File: config.mk
export PLATFORM = sky130hd
export DESIGN_NAME = pqc_correlator
export DESIGN_NICKNAME = d
export VERILOG_FILES = /design/src/rtl/pqc_pkg.sv /design/src/rtl/pqc_code_sel.sv /design/src/rtl/pqc_capture.sv /design/src/rtl/pqc_mac.sv /design/src/rtl/pqc_results.sv /design/src/rtl/pqc_correlator.sv
export SDC_FILE = /design/constraint.sdc
export NUM_CORES = 2
export LEC_CHECK = 0
export ABC_CLOCK_PERIOD_IN_PS = 7000
export BUFFER_PORTS_ARGS = -buffer_cell sky130_fd_sc_hd__buf_2
export CAP_MARGIN = 40
export CORE_MARGIN = 10
export CORE_UTILIZATION = 30
export DETAILED_ROUTE_END_ITERATION = 8
export GPL_TIMING_DRIVEN = 0
export PLACE_DENSITY = 0.45
export SLEW_MARGIN = 20
export SYNTH_ARGS = -nofsm -noshare
export SYNTH_HDL_FRONTEND = slang
export SYNTH_SLANG_ARGS = --single-unit
File: constraint.sdc
create_clock -name clk -period 7 [get_ports clk]
set_clock_uncertainty 0.05 [all_clocks]
set_input_delay 1.05 -clock clk [delete_from_list [all_inputs] [get_ports clk]]
set_output_delay 1.05 -clock clk [all_outputs]
set_load 0.02 [all_outputs]
File: src/rtl/pqc_pkg.sv
`timescale 1ns/1ps
// Shared constants, types and code-table functions for the correlator.
// Assumes at most 31 taps and 16 range bins; all widths derive from these.
package pqc_pkg;

    localparam int ADC_W    = 10;
    localparam int SMP_W    = 16;
    localparam int ACC_W    = 32;
    localparam int N_BINS   = 16;
    localparam int MAX_CODE = 31;
    localparam int N_CODES  = 9;
    localparam int SEL_W    = 4;
    localparam int MAX_SAMP = MAX_CODE + N_BINS;
    localparam int ADDR_W   = $clog2(MAX_SAMP);
    localparam int LEN_W    = ADDR_W;
    localparam int BIN_W    = $clog2(N_BINS);
    localparam int TAP_W    = $clog2(MAX_CODE);

    typedef logic signed [SMP_W-1:0] smp_t;
    typedef logic signed [ACC_W-1:0] acc_t;
    typedef struct packed {
        acc_t re;
        acc_t im;
    } cplx_t;

    // Reference length for a select value; illegal values map to length 1.
    function automatic logic [LEN_W-1:0] code_len(input logic [SEL_W-1:0] sel);
        case (sel)
            SEL_W'(2): return LEN_W'(3);
            SEL_W'(3): return LEN_W'(5);
            SEL_W'(4): return LEN_W'(7);
            SEL_W'(5): return LEN_W'(11);
            SEL_W'(6): return LEN_W'(13);
            SEL_W'(7): return LEN_W'(15);
            SEL_W'(8): return LEN_W'(21);
            SEL_W'(9): return LEN_W'(31);
            default:   return LEN_W'(1);
        endcase
    endfunction

    // Quadriphase symbol at tap j: binary sign codes for short selects,
    // quadratic-phase sequence for the long ones.
    function automatic logic [1:0] code_sym(input logic [SEL_W-1:0] sel,
                                            input logic [TAP_W-1:0] j);
        logic [9:0]          jj;
        logic [9:0]          tri_v;
        logic [MAX_CODE-1:0] neg;
        jj    = 10'(j);
        tri_v = (jj * (jj + 10'd1)) >> 1;
        case (sel)
            SEL_W'(2): neg = 31'b100;
            SEL_W'(3): neg = 31'b01000;
            SEL_W'(4): neg = 31'b1011000;
            SEL_W'(5): neg = 31'b10110111000;
            SEL_W'(6): neg = 31'b0101001100000;
            default:   neg = '0;
        endcase
        if (sel >= SEL_W'(7)) return tri_v[1:0];
        return {neg[j], 1'b0};
    endfunction

    // Multiply a complex value by the unit phasor of a symbol (swap/negate).
    function automatic cplx_t rotate(input logic [1:0] s, input acc_t re, input acc_t im);
        cplx_t r;
        case (s)
            2'd0:    begin r.re = re;  r.im = im;  end
            2'd1:    begin r.re = -im; r.im = re;  end
            2'd2:    begin r.re = -re; r.im = -im; end
            default: begin r.re = im;  r.im = -re; end
        endcase
        return r;
    endfunction

endpackage

File: src/rtl/pqc_code_sel.sv
`timescale 1ns/1ps
// Holds the pending code choice and the active code used by the current interval.
// Assumes latch pulses only when a window is accepted, so the active code
// never changes during capture or computation.
module pqc_code_sel
    import pqc_pkg::*;
(
    input  logic             clk,
    input  logic             rst_n,
    input  logic [SEL_W-1:0] sel_in,
    input  logic             sel_we,
    input  logic             latch,
    output logic [SEL_W-1:0] active_sel,
    output logic [LEN_W-1:0] active_len
);

    logic [SEL_W-1:0] pend_q;
    logic [SEL_W-1:0] act_q;
    logic             legal;

    // Accept only select values inside the code table.
    always_comb begin
        legal = (sel_in >= SEL_W'(1)) && (sel_in <= SEL_W'(N_CODES));
    end

    // Pending choice follows legal writes; the active one loads at window start.
    always_ff @(posedge clk) begin
        if (!rst_n) begin
            pend_q <= SEL_W'(1);
            act_q  <= SEL_W'(1);
        end else begin
            if (sel_we && legal) pend_q <= sel_in;
            if (latch)           act_q  <= pend_q;
        end
    end

    assign active_sel = act_q;
    assign active_len = code_len(act_q);

    // the active code is always one of the nine table entries.
    p_active_legal_r6: assert property (@(posedge clk) disable iff (!rst_n)
        (active_sel >= SEL_W'(1)) && (active_sel <= SEL_W'(N_CODES)));

endmodule

File: src/rtl/pqc_capture.sv
`timescale 1ns/1ps
// Window tracking and sample buffer. Stores sign-extended complex samples while
// the active-low window is open, up to 'need' entries, and signals 'go' when a
// window closes with a full buffer. Assumes windows are rejected while the
// engine is busy, so the buffer is never written during a computation.
module pqc_capture
    import pqc_pkg::*;
(
    input  logic              clk,
    input  logic              rst_n,
    input  logic              win_n,
    input  logic              smp_stb,
    input  logic [ADC_W-1:0]  adc_i,
    input  logic [ADC_W-1:0]  adc_q,
    input  logic [LEN_W-1:0]  need,
    input  logic              eng_busy,
    input  logic [ADDR_W-1:0] rd_addr,
    output smp_t              rd_re,
    output smp_t              rd_im,
    output logic              win_start,
    output logic              go
);

    logic              win_prev;
    logic              in_win;
    logic [LEN_W-1:0]  count;
    logic              wr;
    logic [ADDR_W-1:0] wr_addr;
    smp_t              smp_re_q [MAX_SAMP];
    smp_t              smp_im_q [MAX_SAMP];

    // Decode window opening, sample writes and the end-of-window hand-off.
    always_comb begin
        win_start = win_prev & ~win_n & ~eng_busy;
        wr        = ~win_n & smp_stb & (win_start | (in_win & (count < need)));
        wr_addr   = win_start ? '0 : ADDR_W'(count);
        go        = in_win & win_n & (count == need);
    end

    // Track the window level, the accepted window and the fill count.
    always_ff @(posedge clk) begin
        if (!rst_n) begin
            win_prev <= 1'b1;
            in_win   <= 1'b0;
            count    <= '0;
        end else begin
            win_prev <= win_n;
            if (win_start) begin
                in_win <= 1'b1;
                count  <= wr ? LEN_W'(1) : '0;
            end else if (in_win && win_n) begin
                in_win <= 1'b0;
            end else if (wr) begin
                count <= count + LEN_W'(1);
            end
        end
    end

    // Sample storage; contents need no reset since reads follow a full fill.
    always_ff @(posedge clk) begin
        if (wr) begin
            smp_re_q[wr_addr] <= {{(SMP_W-ADC_W){adc_i[ADC_W-1]}}, adc_i};
            smp_im_q[wr_addr] <= {{(SMP_W-ADC_W){adc_q[ADC_W-1]}}, adc_q};
        end
    end

    assign rd_re = smp_re_q[rd_addr];
    assign rd_im = smp_im_q[rd_addr];

    // an accepted window never holds more than the required sample count.
    p_fill_bound_r2: assert property (@(posedge clk) disable iff (!rst_n)
        in_win |-> (count <= need));

endmodule

File: src/rtl/pqc_mac.sv
`timescale 1ns/1ps
// Sequential correlation engine: one rotate-and-add term per cycle, L cycles
// per bin, 16 bins per interval. Writes each finished bin and pulses done
// after the last. Assumes sel and len stay constant while busy.
module pqc_mac
    import pqc_pkg::*;
(
    input  logic              clk,
    input  logic              rst_n,
    input  logic              go,
    input  logic [SEL_W-1:0]  sel,
    input  logic [LEN_W-1:0]  len,
    output logic [ADDR_W-1:0] rd_addr,
    input  smp_t              rd_re,
    input  smp_t              rd_im,
    output logic              busy,
    output logic              wr_en,
    output logic [BIN_W-1:0]  wr_bin,
    output cplx_t             wr_val,
    output logic              done
);

    logic [BIN_W-1:0] k;
    logic [TAP_W-1:0] j;
    acc_t             acc_re;
    acc_t             acc_im;
    logic [1:0]       sym;
    cplx_t            term;
    logic             last_tap;
    logic             last_bin;

    // Form the current term and the bin-completion write.
    always_comb begin
        rd_addr   = ADDR_W'(k) + ADDR_W'(j);
        sym       = code_sym(sel, j);
        term      = rotate(sym, acc_t'(rd_re), acc_t'(rd_im));
        last_tap  = (LEN_W'(j) == (len - LEN_W'(1)));
        last_bin  = (k == BIN_W'(N_BINS - 1));
        wr_en     = busy & last_tap;
        wr_bin    = k;
        wr_val.re = acc_re + term.re;
        wr_val.im = acc_im + term.im;
    end

    // Step through taps and bins, accumulating and clearing per bin.
    always_ff @(posedge clk) begin
        if (!rst_n) begin
            busy   <= 1'b0;
            k      <= '0;
            j      <= '0;
            acc_re <= '0;
            acc_im <= '0;
            done   <= 1'b0;
        end else begin
            done <= 1'b0;
            if (!busy) begin
                if (go) begin
                    busy   <= 1'b1;
                    k      <= '0;
                    j      <= '0;
                    acc_re <= '0;
                    acc_im <= '0;
                end
            end else if (last_tap) begin
                acc_re <= '0;
                acc_im <= '0;
                j      <= '0;
                if (last_bin) begin
                    busy <= 1'b0;
                    done <= 1'b1;
                end else begin
                    k <= k + BIN_W'(1);
                end
            end else begin
                acc_re <= term.re + acc_re;
                acc_im <= term.im + acc_im;
                j      <= j + TAP_W'(1);
            end
        end
    end

    // done never lasts more than one cycle.
    p_done_single_r7: assert property (@(posedge clk) disable iff (!rst_n)
        done |=> !done);

    // done follows directly on the write of the final bin.
    p_done_last_bin_r4: assert property (@(posedge clk) disable iff (!rst_n)
        done |-> ($past(wr_en) && ($past(wr_bin) == BIN_W'(N_BINS - 1))));

    // a start request from the capture side only arrives when idle.
    p_go_when_idle_r9: assert property (@(posedge clk) disable iff (!rst_n)
        go |-> !busy);

endmodule

File: src/rtl/pqc_results.sv
`timescale 1ns/1ps
// Result store: 16 complex bins, written by the engine, read by bin index.
// Assumes at most one write per cycle; cleared to zero by reset.
module pqc_results
    import pqc_pkg::*;
(
    input  logic             clk,
    input  logic             rst_n,
    input  logic             wr_en,
    input  logic [BIN_W-1:0] wr_bin,
    input  cplx_t            wr_val,
    input  logic [BIN_W-1:0] rd_bin,
    output cplx_t            rd_val
);

    cplx_t bins_q [N_BINS];

    // Clear on reset, otherwise capture each finished bin.
    always_ff @(posedge clk) begin
        if (!rst_n) begin
            for (int b = 0; b < N_BINS; b++) bins_q[b] <= '0;
        end else if (wr_en) begin
            bins_q[wr_bin] <= wr_val;
        end
    end

    assign rd_val = bins_q[rd_bin];

endmodule

File: src/rtl/pqc_correlator.sv
`timescale 1ns/1ps
// Top of the quadriphase pulse compression correlator: code selection,
// windowed sample capture, sequential correlation and result storage.
// Assumes the window gap exceeds 16*L clocks for back-to-back intervals.
module pqc_correlator
    import pqc_pkg::*;
(
    input  logic              clk,
    input  logic              rst_n,
    input  logic              win_n,
    input  logic              smp_stb,
    input  logic [ADC_W-1:0]  adc_i,
    input  logic [ADC_W-1:0]  adc_q,
    input  logic [SEL_W-1:0]  sel_in,
    input  logic              sel_we,
    input  logic [BIN_W-1:0]  rd_bin,
    output logic [ACC_W-1:0]  rd_re,
    output logic [ACC_W-1:0]  rd_im,
    output logic              done
);

    logic [SEL_W-1:0]  active_sel;
    logic [LEN_W-1:0]  active_len;
    logic [LEN_W-1:0]  need;
    logic              win_start;
    logic              go;
    logic              busy;
    logic [ADDR_W-1:0] smp_addr;
    smp_t              smp_re;
    smp_t              smp_im;
    logic              wr_en;
    logic [BIN_W-1:0]  wr_bin;
    cplx_t             wr_val;
    cplx_t             rd_val;

    assign need = active_len + LEN_W'(N_BINS);

    pqc_code_sel u_sel (
        .clk        (clk),
        .rst_n      (rst_n),
        .sel_in     (sel_in),
        .sel_we     (sel_we),
        .latch      (win_start),
        .active_sel (active_sel),
        .active_len (active_len)
    );

    pqc_capture u_cap (
        .clk       (clk),
        .rst_n     (rst_n),
        .win_n     (win_n),
        .smp_stb   (smp_stb),
        .adc_i     (adc_i),
        .adc_q     (adc_q),
        .need      (need),
        .eng_busy  (busy),
        .rd_addr   (smp_addr),
        .rd_re     (smp_re),
        .rd_im     (smp_im),
        .win_start (win_start),
        .go        (go)
    );

    pqc_mac u_mac (
        .clk     (clk),
        .rst_n   (rst_n),
        .go      (go),
        .sel     (active_sel),
        .len     (active_len),
        .rd_addr (smp_addr),
        .rd_re   (smp_re),
        .rd_im   (smp_im),
        .busy    (busy),
        .wr_en   (wr_en),
        .wr_bin  (wr_bin),
        .wr_val  (wr_val),
        .done    (done)
    );

    pqc_results u_res (
        .clk    (clk),
        .rst_n  (rst_n),
        .wr_en  (wr_en),
        .wr_bin (wr_bin),
        .wr_val (wr_val),
        .rd_bin (rd_bin),
        .rd_val (rd_val)
    );

    assign rd_re = rd_val.re;
    assign rd_im = rd_val.im;

    // the code in use cannot change while a computation runs.
    p_code_frozen_r5: assert property (@(posedge clk) disable iff (!rst_n)
        busy |=> $stable(active_sel));

endmodule

==> results.yml <==
synthesis:
  ys_seq_elements: 2059
  ys_seq_area_share_pct: 68.5
  syn-num-nets: 5670
  syn_avg_cell_area_um2: 16.1
  ys.warnings.count: 0
  synth_area_um2: 88900
  synth_edf_count: 1964
  async_flop_share_pct: 0
  ys_types: 97
  postSynthCellCount: 5539
  synthFlopType: "edfxtp_1"
clocking:
  tritoncts: "built"
  clock_latency_ns: 0.89
  clock_sinks: 2059
  cts_made_buffers: 226
  clk_pin_slew_worst_paths_ns: 0.06
  root_buffer: "clkbuf_16"
  htree_levels: 4
  cts_hold_buffers: 0
  clock_path_buffers: 4
timing:
  finalMaxSlewViolations: 0
  timing.hold.ws_ns: 0.377
  worst_pin_slew_ns: 0.902
  hold_viol: 0
  period_share_pct: 111
  period_minus_slack_ns: 7.74
  max_freq_mhz: 129
  fin_setup_tns_ns: -231.11
  slew_headroom_pct: 39.9
  fin_ws_ns: -0.741
  setup_viol: 697
  rsz0062_at_grt: "true"
drt:
  drt_pass1_iterations: 5
  met1_length_um: 128000
  drc: 0
  ant_nets: 0
  drtIter0Drc: 5543
  dr.max_layer_used: "met5"
  detail_route.wl_per_cell_um: 29.5
  via_count: 53708
  wl_met2_um: 149000
  wl_met3_um: 18700
  vias_per_cell: 5.20
  routed_wl_um: 305000
cells_and_area:
  layout_commonest_cell: "edfxtp_1"
  layout.area.seq_um2: 60900
  areaGrowthSynthToFinish_pct: 23.5
  layout_common_cells: "edfxtp_1 (1964), nor2_1 (1083), mux4_2 (533), clkbuf_1 (262), clkbuf_16 (245)"
  multi_input_area_um2: 28300
  drive_gt1_share_pct: 28.5
  num-fill-cells: 27553
  nNetsFinal: 6366
worst_setup_path:
  crit_fanout: 8
  cpMostUsedCell: "ha_4"
  crit_type: "reg -> reg"
  endpoint_kind: "register"
  critPathArrivalTime_ns: 8.30
  cp_slowest_cell: "fa_2"
  cp_slowest_stage_delay_ns: 0.56
  required_ns: 7.56
  worstSetupStartpointType: "register"
power:
  peakVddDrop_mv: 0.213
  clkPwrFrac_pct: 43.0
  internal_power_mw: 20.8
  power.switching_mw: 5.98
  netSwitchingFraction_pct: 22.3
  power_frac_comb_pct: 5.6
  seqPwrFrac_pct: 51.4
  p_leak_nw: 37.2
  power_density_nw_per_um2: 244
die:
  dieArea_um2: 319000
  core_um2: 295000
  num_io_pins: 98
  start_util_pct: 30.2
  die_w_um: 564
  die_y_um: 564
  rows: 199
outcome:
  violations: "negative setup slack"
  status: "complete, but fails checks"
global_route:
  antenna_found_initial: 15
  grt_pass1_vias: 54937
  grt_max_degree: 48
  track_usage_pct: 18.6
  grt_overflow: 0
  grt_pass1_wl_um: 426000
flow_run:
  maxCapViolations: 0
min_path:
  hp-class: "in -> reg"
placement:
  place_hpwl_um: 210000
  port_buffers: 92
  globalplace.congestion: 0.820
==> synth_stat cells (7+ instances only) <==
| library cell | instances | share of area, % |
|---|---|---|
| a211o_1 | 8 | 0.079 |
| a211oi_1 | 22 | 0.19 |
| a21boi_0 | 12 | 0.10 |
| a21o_1 | 30 | 0.25 |
| a21oi_1 | 105 | 0.59 |
| a31o_2 | 8 | 0.079 |
| a31oi_1 | 26 | 0.18 |
| and2_1 | 51 | 0.36 |
| and3_1 | 21 | 0.15 |
| buf_1 | 51 | 0.22 |
| buf_2 | 39 | 0.22 |
| buf_4 | 14 | 0.12 |
| buf_6 | 18 | 0.23 |
| buf_8 | 8 | 0.14 |
| clkbuf_1 | 271 | 1.1 |
| dfxtp_1 | 95 | 2.1 |
| edfxtp_1 | 1964 | 66 |
| ha_1 | 95 | 1.3 |
| inv_1 | 44 | 0.19 |
| mux2i_1 | 72 | 0.81 |
| mux4_1 | 27 | 0.80 |
| mux4_2 | 533 | 13 |
| nand2_1 | 247 | 1.0 |
| nand2b_1 | 21 | 0.15 |
| nand3_1 | 46 | 0.26 |
| nand4_1 | 27 | 0.19 |
| nor2_1 | 1177 | 5.0 |
| nor2b_1 | 23 | 0.16 |
| nor3_1 | 40 | 0.23 |
| o211ai_1 | 27 | 0.23 |
| o21a_1 | 14 | 0.12 |
| o21ai_0 | 129 | 0.73 |
| o21bai_1 | 12 | 0.10 |
| o22ai_1 | 12 | 0.084 |
| o31a_1 | 7 | 0.069 |
| o31ai_1 | 8 | 0.068 |
| or2_2 | 9 | 0.063 |
| or3_1 | 12 | 0.084 |
| xnor2_1 | 44 | 0.43 |
| xor2_1 | 37 | 0.36 |
==> worst max-delay path, delay by kind of cell (launching register included) <==
family / cells / cell delay, ns
AOI/OAI and AO/OA: 10 / 2.29
adders and majority gates: 5 / 1.50
muxes: 1 / 0.32
DFF: 1 / 0.38
and+or+nand+nor: 12 / 1.65
buffers and inverters: 10 / 1.23
==> final cells by class <==
cell class | instances | area share, %
Clock inverter | 116 | 0.877
Tap cell | 3919 | 4.46
Sequential cell | 2059 | 55.4
Multi-Input combinational cell | 3029 | 25.8
Buffer | 403 | 2.65
Antenna cell | 3 | 0.00683
Inverter | 44 | 0.154
Timing Repair Buffer | 472 | 5.17
Clock buffer | 289 | 5.45
==> power by group through the flow <==
stage	logic, mW	registers (mW)	clock network, mW
CTS	1.47	13.8	11.7
global route	1.59	13.8	12.2
detailed placement	1.39	14.0	0
finish	1.51	13.8	11.5
global placement	1.27	14.1	0
floorplan	0.730	14.0	0
==> worst paths after layout <==
kind | start | end | slack, ns | cells past startpoint
setup / recovery | u_mac.wr_bin[0] | u_res.bins_q[0][62] | -0.74 | 38
hold / removal | smp_stb | u_cap.count[0] | 0.38 | 2
setup reg to reg | u_mac.wr_bin[0] | u_res.bins_q[0][62] | -0.74 | 38
hold reg to reg | u_mac.acc_re[25] | u_mac.acc_re[25] | 0.43 | 2
==> state kept, by name, summed over array words and instances, names as in the netlist <==
name / count
u_mac.done: 1
u_mac.busy: 1
u_mac.acc_im: 32
u_mac.acc_re: 32
u_cap.smp_re_q: 470
u_mac.j: 5
u_mac.wr_bin: 4
u_sel.active_sel: 4
u_res.bins_q: 1024
u_cap.smp_im_q: 470
u_sel.pend_q: 4
u_cap.win_prev: 1
u_cap.in_win: 1
u_cap.count: 6
u_sel.active_len: 4
==> routing by layer <==
layer  GRT usage (%)  vias up
li1                -    22758
met1            24.8    28621
met2            31.7     1900
met5               0        -
met4            5.04        4
met3            2.90      425
==> through the flow <==
stage / utilization [%] / power [mW] / cells / cell area, um2 / setup WS (ns)
2_1_floorplan: - / 14.7 / 5539 / 89100 / 0.00484
3_3_place_gp: 32.1 / 15.3 / 9550 / 94500 / -5.59
3_5_place_dp: 33.4 / 15.4 / 9742 / 98300 / -2.91
4_1_cts: 36.7 / 27.0 / 10252 / 108000 / -1.01
5_1_grt: 37.3 / 27.6 / 10332 / 110000 / -0.945
6_report: 37.3 / 26.8 / 10334 / 110000 / -0.741
==> timing repair <==
action                                  in CTS  in global routing
endpoints found under the setup margin    1018                888
gates resized for setup                    370                287
setup buffers                               97                 56
gates cloned                                11                  9
pin swaps                                  103                 71
==> cell families after synthesis <==
kind of cell / count (synthesis) / share of synthesized area, %
compound gates: 490 / 3.63
fa+ha+maj: 98 / 1.40
xor+xnor: 84 / 0.853
buf+inv: 451 / 2.37
simple gates: 1720 / 8.12
flops: 2059 / 68.5
mux: 637 / 15.2
No activity file was read; power rests on OpenSTA's default activity.
